===== config.mk =====
export PLATFORM = sky130hd
export DESIGN_NAME = gain_dither_gen
export DESIGN_NICKNAME = d
export VERILOG_FILES = /design/src/rtl/dither_pkg.sv /design/src/rtl/dither_lfsr.sv /design/src/rtl/dither_history.sv /design/src/rtl/dither_amp_sel.sv /design/src/rtl/gain_dither_gen.sv
export SDC_FILE = /design/constraint.sdc
export NUM_CORES = 1
export LEC_CHECK = 0
export ABC_CLOCK_PERIOD_IN_PS = 5400
export CORE_MARGIN = 2
export CORE_UTILIZATION = 35
export DETAILED_ROUTE_END_ITERATION = 10
export SETUP_SLACK_MARGIN = 0.1
export SYNTH_ARGS = -nofsm -noshare
export SYNTH_HDL_FRONTEND = slang
export SYNTH_HIERARCHICAL = 1
export SYNTH_SLANG_ARGS = --single-unit

===== constraint.sdc =====
create_clock -name clk -period 5.4 [get_ports clk]
set_input_delay 0.81 -clock clk [delete_from_list [all_inputs] [get_ports clk]]
set_output_delay 0.81 -clock clk [all_outputs]
set_load 0.01 [all_outputs]

===== src/rtl/dither_pkg.sv =====
package dither_pkg;
  localparam int DITH_FRAC_W  = 8;
  localparam int DITH_OUT_W   = DITH_FRAC_W + 2;
  localparam int DITH_AMP_W   = DITH_FRAC_W + 1;
  localparam int DITH_PROD_W  = 2 * DITH_FRAC_W + 1;
  localparam int AMP_WIDE     = (57 * (1 << DITH_FRAC_W) + 50) / 100;
  localparam int AMP_NARROW   = (1 << DITH_FRAC_W) / 4;
  localparam int GAIN_WIDE_MAX = 6;

  typedef logic [DITH_AMP_W-1:0]        amp_t;
  typedef logic signed [DITH_OUT_W-1:0] dith_t;

  function automatic amp_t amp_for_gain(input logic [3:0] code);
    return (int'(code) <= GAIN_WIDE_MAX) ? amp_t'(AMP_WIDE) : amp_t'(AMP_NARROW);
  endfunction

  function automatic dith_t dither_scale(input logic [DITH_FRAC_W-1:0] r, input amp_t amp);
    logic [DITH_PROD_W-1:0] prod;
    logic [DITH_OUT_W-1:0]  mag;
    logic [DITH_OUT_W-1:0]  half;
    prod = DITH_PROD_W'(r) * DITH_PROD_W'(amp);
    mag  = DITH_OUT_W'(prod >> DITH_FRAC_W);
    half = DITH_OUT_W'(amp >> 1);
    return dith_t'(mag - half);
  endfunction
endpackage


===== src/rtl/dither_lfsr.sv =====
module dither_lfsr #(
  parameter int              LFSR_W = 16,
  parameter int              OUT_W  = 8,
  parameter logic [LFSR_W-1:0] SEED = 16'hACE1
) (
  input  logic             clk,
  input  logic             rst_n,
  input  logic             adv,
  output logic [OUT_W-1:0] rand_next
);
  logic [LFSR_W-1:0] state;
  logic [LFSR_W-1:0] nxt;
  logic              fb;

  assign fb        = state[15] ^ state[14] ^ state[12] ^ state[3];
  assign nxt       = {state[LFSR_W-2:0], fb};
  assign rand_next = nxt[OUT_W-1:0];

  always_ff @(posedge clk or negedge rst_n) begin
    if (!rst_n)   state <= SEED;
    else if (adv) state <= nxt;
  end

  assert_lfsr_nonzero_R2: assert property (@(posedge clk) disable iff (!rst_n)
    state != '0);
  assert_lfsr_hold_R2: assert property (@(posedge clk) disable iff (!rst_n)
    !$past(adv) |-> $stable(state));
endmodule


===== src/rtl/dither_history.sv =====
module dither_history #(
  parameter int DEPTH = 4
) (
  input  logic clk,
  input  logic rst_n,
  input  logic push,
  input  logic bit_in,
  output logic win_full,
  output logic win_ok
);
  localparam int CNT_W = $clog2(DEPTH + 1);

  logic [DEPTH-1:0] hist;
  logic [CNT_W-1:0] fill;
  logic [DEPTH-2:0] differs;

  generate
    for (genvar i = 0; i < DEPTH - 1; i++) begin : g_pair
      assign differs[i] = hist[i] ^ hist[i+1];
    end
  endgenerate

  assign win_full = (fill == CNT_W'(DEPTH));
  assign win_ok   = win_full && (&differs);

  always_ff @(posedge clk or negedge rst_n) begin
    if (!rst_n) begin
      hist <= '0;
      fill <= '0;
    end else if (push) begin
      hist <= {hist[DEPTH-2:0], bit_in};
      if (!win_full) fill <= fill + 1'b1;
    end
  end

  assert_fill_bounded_R7: assert property (@(posedge clk) disable iff (!rst_n)
    fill <= CNT_W'(DEPTH));
endmodule


===== src/rtl/dither_amp_sel.sv =====
module dither_amp_sel
  import dither_pkg::*;
(
  input  logic [3:0]             gain_code,
  input  logic [DITH_FRAC_W-1:0] rand_word,
  output dith_t                  scaled
);
  amp_t amp;
  assign amp    = amp_for_gain(gain_code);
  assign scaled = dither_scale(rand_word, amp);
endmodule


===== src/rtl/gain_dither_gen.sv =====
module gain_dither_gen
  import dither_pkg::*;
#(
  parameter int HIST_DEPTH = 4,
  parameter int LFSR_W     = 16
) (
  input  logic                         clk,
  input  logic                         rst_n,
  input  logic                         smp_stb,
  input  logic                         mod_bit,
  input  logic [3:0]                   gain_code,
  output logic signed [DITH_OUT_W-1:0] dither_out,
  output logic                         dither_en
);
  localparam int WIDE_HALF = AMP_WIDE / 2;
  localparam int NARR_HALF = AMP_NARROW / 2;

  logic [DITH_FRAC_W-1:0] rand_word;
  logic                   win_full;
  logic                   win_ok;
  dith_t                  scaled;

  dither_lfsr #(.LFSR_W(LFSR_W), .OUT_W(DITH_FRAC_W)) u_lfsr (
    .clk(clk), .rst_n(rst_n), .adv(smp_stb), .rand_next(rand_word));

  dither_history #(.DEPTH(HIST_DEPTH)) u_hist (
    .clk(clk), .rst_n(rst_n), .push(smp_stb), .bit_in(mod_bit),
    .win_full(win_full), .win_ok(win_ok));

  dither_amp_sel u_amp (.gain_code(gain_code), .rand_word(rand_word), .scaled(scaled));

  always_ff @(posedge clk or negedge rst_n) begin
    if (!rst_n) begin
      dither_en  <= 1'b0;
      dither_out <= '0;
    end else if (smp_stb) begin
      dither_en  <= win_ok;
      dither_out <= win_ok ? scaled : '0;
    end
  end

  assert_off_zero_R6: assert property (@(posedge clk) disable iff (!rst_n)
    !dither_en |-> dither_out == '0);
  assert_bound_R9: assert property (@(posedge clk) disable iff (!rst_n)
    (dither_out >= -DITH_OUT_W'(WIDE_HALF)) && (dither_out < DITH_OUT_W'(WIDE_HALF)));
  assert_narrow_amp_R3: assert property (@(posedge clk) disable iff (!rst_n)
    ($past(smp_stb) && (int'($past(gain_code)) > GAIN_WIDE_MAX) && dither_en) |->
    ((dither_out >= -DITH_OUT_W'(NARR_HALF)) && (dither_out < DITH_OUT_W'(NARR_HALF))));
  assert_hold_R8: assert property (@(posedge clk) disable iff (!rst_n)
    !$past(smp_stb) |-> ($stable(dither_out) && $stable(dither_en)));
  assert_fill_R7: assert property (@(posedge clk) disable iff (!rst_n)
    ($past(smp_stb) && !$past(win_full)) |-> !dither_en);
endmodule


==> summary.txt, run 1 <==
Pwr
  • Leakage: 1.75 nW
  • Peak VDD IR: 0.160 mV
  • Pwr Total: 0.000655 W
  • Pwr Density: 184 mW/mm2

Clocking
  • CTS Buf Count: 5
  • Clk sinks: 34
  • Clock root buffer master: clkbuf_8
  • CTS Buffer Depth: 2
  • CTS tree: done
  • Skew-Pair Late Insertion Delay: 0.28 ns
  • # hold bufs at CTS: 0
  • H-tree depth: 2
  • Clock-pin slew on the worst setup and hold paths: 0.07 ns

Global routing
  • Remaining global-route overflow: 0
  • Largest net degree at the start of global routing: 45
  • Initial antenna violation count: 0
  • Number of global-route vias before repair: 2,049
  • Total GRT Usage: 13.4%
  • Global-route wire length before repair: 9.47 mm

Placement
  • Hpwl dp: 4.08 mm
  • GPL Wtd Cong: 0.811
  • Dpl ws: -0.470 ns
  • Port Buffer Count: 18

Critical path
  • Peak per-stage delay on the critical path: 0.55 ns
  • Critical Path AT: 5.24 ns
  • CP max stage cell: fa_1
  • CP Capture Type: flip-flop
  • CP cell instances: buf_2 -> a31o_1 -> inv_2 -> and2_4 -> a21o_1 -> ha_4 -> fa_1 -> fa_1 -> ha_4 -> a21o_1 -> buf_4 -> a41oi_2 -> xor2_1 -> ha_1 -> nor2b_1 -> a311oi_2 -> buf_4 -> a2111oi_4 -> or2_4 -> a221oi_4 -> xnor2_1 -> nand3_1 -> o21ai_2
  • CP Launch Type: primary input
  • Crit Path Category: in -> reg
  • Critical path peak fanout: 5
  • Worst Setup SP: gain_code[1]
  • WP data required: 5.54 ns
  • FF-to-FF Start: u_lfsr/state[6]$_DFFE_PN1P_

STA
  • Final worst setup slack: 0.300 ns
  • Final Hold Viols: 0
  • Final Max Tran Viols: 0
  • Final period utilization: 94.4%
  • RSZ-0062 raised after global routing: no
  • Fin crit period: 5.10 ns
  • Clock skew: 0.00455 ns
  • Worst-Margin Slew: 0.945 ns
  • Slew HR: 37.0%
  • Final setup fails: 0
  • Final setup TNS: 0 ns
  • Highest Clock Rate: 196 MHz

Synthesis
  • Syn avg cell area: 10.8 um2
  • Register bit total from synthesis: 34
  • Synth top cells by count: ha_1 (39), dfrtp_1 (26), mux2_2 (20), inv_1 (17), nand2_1 (16)
  • Async SR Flop Fraction: 100%
  • Main area contributors after synthesis: dfrtp_1 (23%), ha_1 (17%), mux2_2 (7.9%), dfstp_2 (7.3%), fa_1 (4.9%)
  • Synth warn: 6
  • Unique cell type count in the Yosys netlist: 51
  • Top FF cell, synth: dfrtp_1
  • Count leader, synth: ha_1
  • EDFF count, synth: 0
  • Sequential element share of the synthesized area: 30.1%
  • Synth top area share: 22.7%
  • Area leader, netlist: dfrtp_1
  • Post-Syn Area: 0.00286 mm2
  • Synth Instances: 264

Detailed routing
  • Final WL: 5.49 mm
  • Drt via density: 4.75
  • Initial DRC Count: 45
  • Drt first pass iters: 4
  • Per-cell routed wire length: 13.0 um
  • Via count: 2,008
  • DRC violation count after routing: 0
  • Final ANT Viol Nets: 0

Final layout
  • Final core area utilization: 45.5%
  • Area Growth Syn to Fin: 24.1%
  • Share of layout cells above drive strength 1: 39.3%
  • Antenna Cells: 0
  • Nets: 375

Floorplanning
  • Die H: 94.4 um
  • Rows: 32
  • Die width: 94.4 um
  • IO Count: 19
  • Die ar.: 0.00891 mm2
  • Initial Utilization: 36.6%
  • Core ar.: 0.00781 mm2

Run
  • Max Cap Viol: 0

Hold path
  • Worst hold start: dither_out[8]$_DFFE_PN0P_
  • Hold Path Class: reg -> reg

Run status
  • Status: complete, no violations
==> flip-flops by register name (all words and copies together) (netlist names) <==
register      cells
u_hist/hist       4
dither_out       10
dither_en         1
u_hist/fill       3
u_lfsr/state     16
==> through the flow <==
stage | area, um2 | hold slack (ns) | instances
after detailed placement | 3340 | 0.495 | 408
after CTS | 3490 | 0.513 | 420
after global placement | 3340 | 0.490 | 408
final | 3550 | 0.513 | 423
after global routing | 3550 | 0.532 | 423
after floorplan | 2930 | 0.475 | 271
==> routing by layer <==
layer  wire length, um  vias to the layer above  global-route usage [%]
li1                  -                     1026                       -
met1              2770                      960                    18.7
met2              2560                       15                    21.8
met3                93                        7                    1.68
met4                68                        0                    3.99
met5                 0                        -                       0
==> layout make-up <==
class,count,area [um2]
fill,747,4260
multi-input combinational,202,1930
sequential,34,861
timing repair buffer,60,478
tap,102,128
clock buffer,7,86.3
inverter,18,67.6
==> critical path: cells and delay by family <==
kind                       cells  cell delay, ns
xor gates and xnor gates       2            0.20
buffers and inverters          4            0.49
AOI/OAI and AO/OA              8            1.39
adders and majority gates      5            1.68
and+or+nand+nor                4            0.65
==> cells in the final DEF (no fill, tap or decap), drive strengths merged, types with 6 or more instances in the layout <==
cell | synthesis | final
o21ai | 12 | 12
nand2 | 17 | 17
conb | 1 | 8
buf | 15 | 46
dfrtp | 26 | 26
dfstp | 8 | 8
ha | 39 | 39
and2 | 9 | 9
mux2 | 22 | 22
a21o | 6 | 6
nand3 | 12 | 12
nor2 | 7 | 7
xnor2 | 15 | 15
clkdlybuf4s50 | 0 | 13
fa | 7 | 7
clkbuf | 2 | 8
inv | 18 | 18
a21oi | 9 | 9
==> kinds of logic after synthesis <==
| group | count (synthesis) | synth area share [%] |
|---|---|---|
| AOI/OAI and AO/OA | 43 | 13.3 |
| xor gates and xnor gates | 20 | 6.12 |
| adders and majority gates | 46 | 22.0 |
| buffers and inverters | 35 | 7.26 |
| DFF | 34 | 30.1 |
| muxes | 22 | 8.92 |
| other | 1 | 0.131 |
| and+or+nand+nor | 63 | 12.2 |
==> where the power goes <==
group / total (W) / switching (W) / internal (W)
Clock: 0.000188 / 0.0000874 / 0.000101
Sequential: 0.000293 / 0.0000168 / 0.000276
Combinational: 0.000173 / 0.0000792 / 0.0000939
Total: 0.000655 / 0.000183 / 0.000471
==> worst paths after layout <==
kind	to	slack [ns]	depth (start not counted)
worst max-delay path	dither_out[8]$_DFFE_PN0P_	0.30	23
max in group asynchronous	u_lfsr/state[13]$_DFFE_PN1P_	4.13	2
worst min-delay path	dither_out[8]$_DFFE_PN0P_	0.51	2
worst min register to register	dither_out[8]$_DFFE_PN0P_	0.51	2
min in group asynchronous	u_hist/hist[0]$_DFFE_PN0P_	0.94	2
worst max register to register	dither_out[8]$_DFFE_PN0P_	0.70	19
==> repair_timing <==
action / CTS / global route
gates resized for setup: 21 / 10
pin swaps: 18 / 17
setup endpoints to repair: 2 / 2
buffers inserted: 5 / 3
Note: power is estimated with default switching activity, not from simulation.
==> run 2: changes to the inputs <==
- DONT_BUFFER_PORTS: unset -> 1
==> run 2 against run 1 <==
  * Via count is 5.6% lower
  * Core utilization is 4.7 points lower
  * Power is 5.1% lower
  * Clock skew is 0.0012 ns higher
  * Wire length is 7.8% lower
  * Hold slack worse by 0.29 ns
  * Combinational power is 21% lower
  * Count of clock-buffer cells in the layout stayed put
  * Sequential power hardly changed
  * First-iteration DRC count is 13% higher
  * Fmax is 0.79% lower
==> summary.txt, run 2 (synthesis gave the netlist of run 1 again) <==
Run status
  • Status: complete, no violations (unchanged)

Critical path
  • WP data required: 5.61 ns (was 5.54 ns)
  • Reg-to-reg slack, setup: 0.51 ns (was 0.70 ns)
  • Crit Path Category: in -> reg (unchanged)
  • R2R depth: 21 (was 19)
  • Worst Setup SP: gain_code[2] (was gain_code[1])
  • CP Launch Type: primary input (unchanged)
  • Critical Path AT: 5.35 ns (was 5.24 ns)
  • FF-to-FF Start: u_lfsr/state[3]$_DFFE_PN0P_ (was u_lfsr/state[6]$_DFFE_PN1P_)
  • Critical path peak fanout: 3 (was 5)
  • CP Capture Type: flip-flop (unchanged)

Final layout
  • Non-Filler Instances: 383 (was 423)
  • Largest Register: u_lfsr/state (unchanged)
  • Final core area utilization: 40.8% (was 45.5%)
  • Fillers: 745 (was 747)
  • Commonest non-fill, non-tap cell in the layout: ha_1 (was buf_4)
  • Nets: 334 (was 375)
  • Antenna Cells: 0 (unchanged)
  • Share of layout cells above drive strength 1: 33.5% (was 39.3%)
  • Largest register FFs: 16 (unchanged)
  • Reg area: 861 um2 (unchanged)
  • Area Growth Syn to Fin: 11.3% (was 24.1%)
  • Commonest non-fill, non-tap cells in the layout: ha_1 (34), dfrtp_1 (26), mux2_2 (20) (was buf_4 (40), ha_1 (32), dfrtp_1 (26))
  • Design Area, Final: 0.00318 mm2 (was 0.00355 mm2)
  • Multi-input logic area: 0.00189 mm2 (was 0.00193 mm2)
  • Largest regs: u_lfsr/state: 16 flops, dither_out: 10 flops, u_hist/hist: 4 flops (unchanged)

Detailed routing
  • Final ANT Viol Nets: 0 (unchanged)
  • Via count: 1,895 (was 2,008)
  • Drt via density: 4.95 (was 4.75)
  • DRC violation count after routing: 0 (unchanged)
  • Drt first pass iters: 4 (unchanged)
  • Initial DRC Count: 51 (was 45)
  • Per-cell routed wire length: 13.2 um (was 13.0 um)
  • Final WL: 5.06 mm (was 5.49 mm)

Global routing
  • Total GRT Usage: 12.6% (was 13.4%)
  • Initial antenna violation count: 0 (unchanged)
  • Global-route wire length before repair: 9.05 mm (was 9.47 mm)
  • Largest net degree at the start of global routing: 45 (unchanged)
  • Remaining global-route overflow: 0 (unchanged)
  • Number of global-route vias before repair: 1,929 (was 2,049)

STA
  • Final worst setup slack: 0.260 ns (was 0.300 ns)
  • Highest Clock Rate: 195 MHz (was 196 MHz)
  • Slew HR: 56.0% (was 37.0%)
  • Final Max Tran Viols: 0 (unchanged)
  • Worst-Margin Slew: 0.654 ns (was 0.945 ns)
  • RSZ-0062 raised after global routing: no (unchanged)
  • Clock skew: 0.00572 ns (was 0.00455 ns)
  • Final setup fails: 0 (unchanged)
  • Final period utilization: 95.2% (was 94.4%)
  • Final Hold Viols: 0 (unchanged)
  • Fin crit period: 5.14 ns (was 5.10 ns)

Floorplanning
  • Initial Utilization: 36.6% (unchanged)
  • Die width: 94.4 um (unchanged)
  • Rows: 32 (unchanged)
  • Core ar.: 0.00781 mm2 (unchanged)
  • IO Count: 19 (unchanged)
  • Die ar.: 0.00891 mm2 (unchanged)
  • Die H: 94.4 um (unchanged)

Pwr
  • Peak VDD IR: 0.160 mV (about the same)
  • Pwr Total: 0.000622 W (was 0.000655 W)
  • Pwr Density: 195 mW/mm2 (was 184 mW/mm2)
  • Leakage: 1.58 nW (was 1.75 nW)

Hold path
  • Hold Path Class: in -> async (was reg -> reg)

Placement
  • Post-DP Area: 0.00303 mm2 (was 0.00334 mm2)
  • Dpl ws: -0.0121 ns (was -0.470 ns)
  • GPL Wtd Cong: 0.825 (was 0.811)
  • Placed Cells: 372 (was 408)
  • Hpwl dp: 3.92 mm (was 4.08 mm)
  • Port Buffer Count: 0 (was 18)

Clocking
  • H-tree depth: 2 (unchanged)
  • CTS Buffer Depth: 2 (unchanged)
  • Clock root buffer master: clkbuf_8 (unchanged)
  • CTS tree: done (unchanged)
  • # hold bufs at CTS: 0 (unchanged)
  • CTS Buf Count: 5 (unchanged)
  • Clk sinks: 34 (unchanged)
  • Clock-pin slew on the worst setup and hold paths: 0.07 ns (about the same)
  • Skew-Pair Late Insertion Delay: 0.28 ns (about the same)

Run
  • Max Cap Viol: 0 (unchanged)
==> run 2: cell types whose count changed in the layout (fill, tap and decap cells not counted), sizes merged <==
cell	before	now
buf	46	19
clkinv	0	1
clkdlybuf4s50	13	0
clkbuf	8	7
==> run 2: worst paths after layout <==
check | end
worst max-delay path | dither_out[8]$_DFFE_PN0P_
worst min-delay path | u_lfsr/state[2]$_DFFE_PN0P_
worst max register to register | dither_out[8]$_DFFE_PN0P_
worst min register to register | u_lfsr/state[10]$_DFFE_PN1P_
max in group asynchronous | u_lfsr/state[5]$_DFFE_PN1P_
min in group clk | u_lfsr/state[10]$_DFFE_PN1P_
==> run 2: final cells by class <==
class / count / area share (%)
Clock buffer: 7 / 2.71
Multi-Input combinational cell: 202 / 59.5
Inverter: 18 / 2.12
Timing Repair Buffer: 19 / 4.48
Sequential cell: 34 / 27.0
Tap cell: 102 / 4.01
Clock inverter: 1 / 0.157
==> run 2: through the flow <==
stage	hold WS [ns]	setup TNS [ns]
3_3_place_gp	0.493	0
3_5_place_dp	0.496	-0.0121
4_1_cts	0.207	0
2_1_floorplan	0.475	0
5_1_grt	0.202	0
6_report	0.218	0
==> run 2: where the power goes <==
group	internal (W)	switching, W	total (W)	leakage, nW
Combinational	0.0000751	0.0000605	0.000136	1.10
Clock	0.000103	0.0000875	0.000190	0.0482
Sequential	0.000276	0.0000195	0.000296	0.429
==> run 2: what timing repair did <==
action / in CTS / in global routing
setup endpoints to repair: 0 / 1
buffers inserted: 0 / 3
resized for setup: 0 / 10
==> run 2: layer usage <==
layer	vias up	track usage, %	share of wire (%)
met3	4	2.55	3.1
met2	19	20.4	45
met1	923	17.6	51
met5	-	0	0
met4	0	2.90	0.81
li1	949	-	-
==> run 2: critical path, stage by stage <==
cell and delay [ns]:
a31o_4 0.23, inv_2 0.06, and2_4 0.14, a21o_1 0.11
ha_4 0.20, fa_1 0.49, fa_1 0.59, ha_4 0.21
a21o_1 0.21, a21oi_4 0.19, a21oi_2 0.09, or2_4 0.25
o21ai_2 0.12, nand2b_1 0.08, xor2_1 0.15, ha_2 0.18
or2_2 0.29, a2111oi_4 0.36, or2_4 0.18, a221oi_2 0.06
xnor2_1 0.17, nand3_1 0.10, o21ai_2 0.07
==> run 3: changes to the inputs <==
- CTS_CLUSTER_SIZE: unset -> 40
==> results of run 3 <==
Final layout, timing and power as in run 2 (identical DEF).
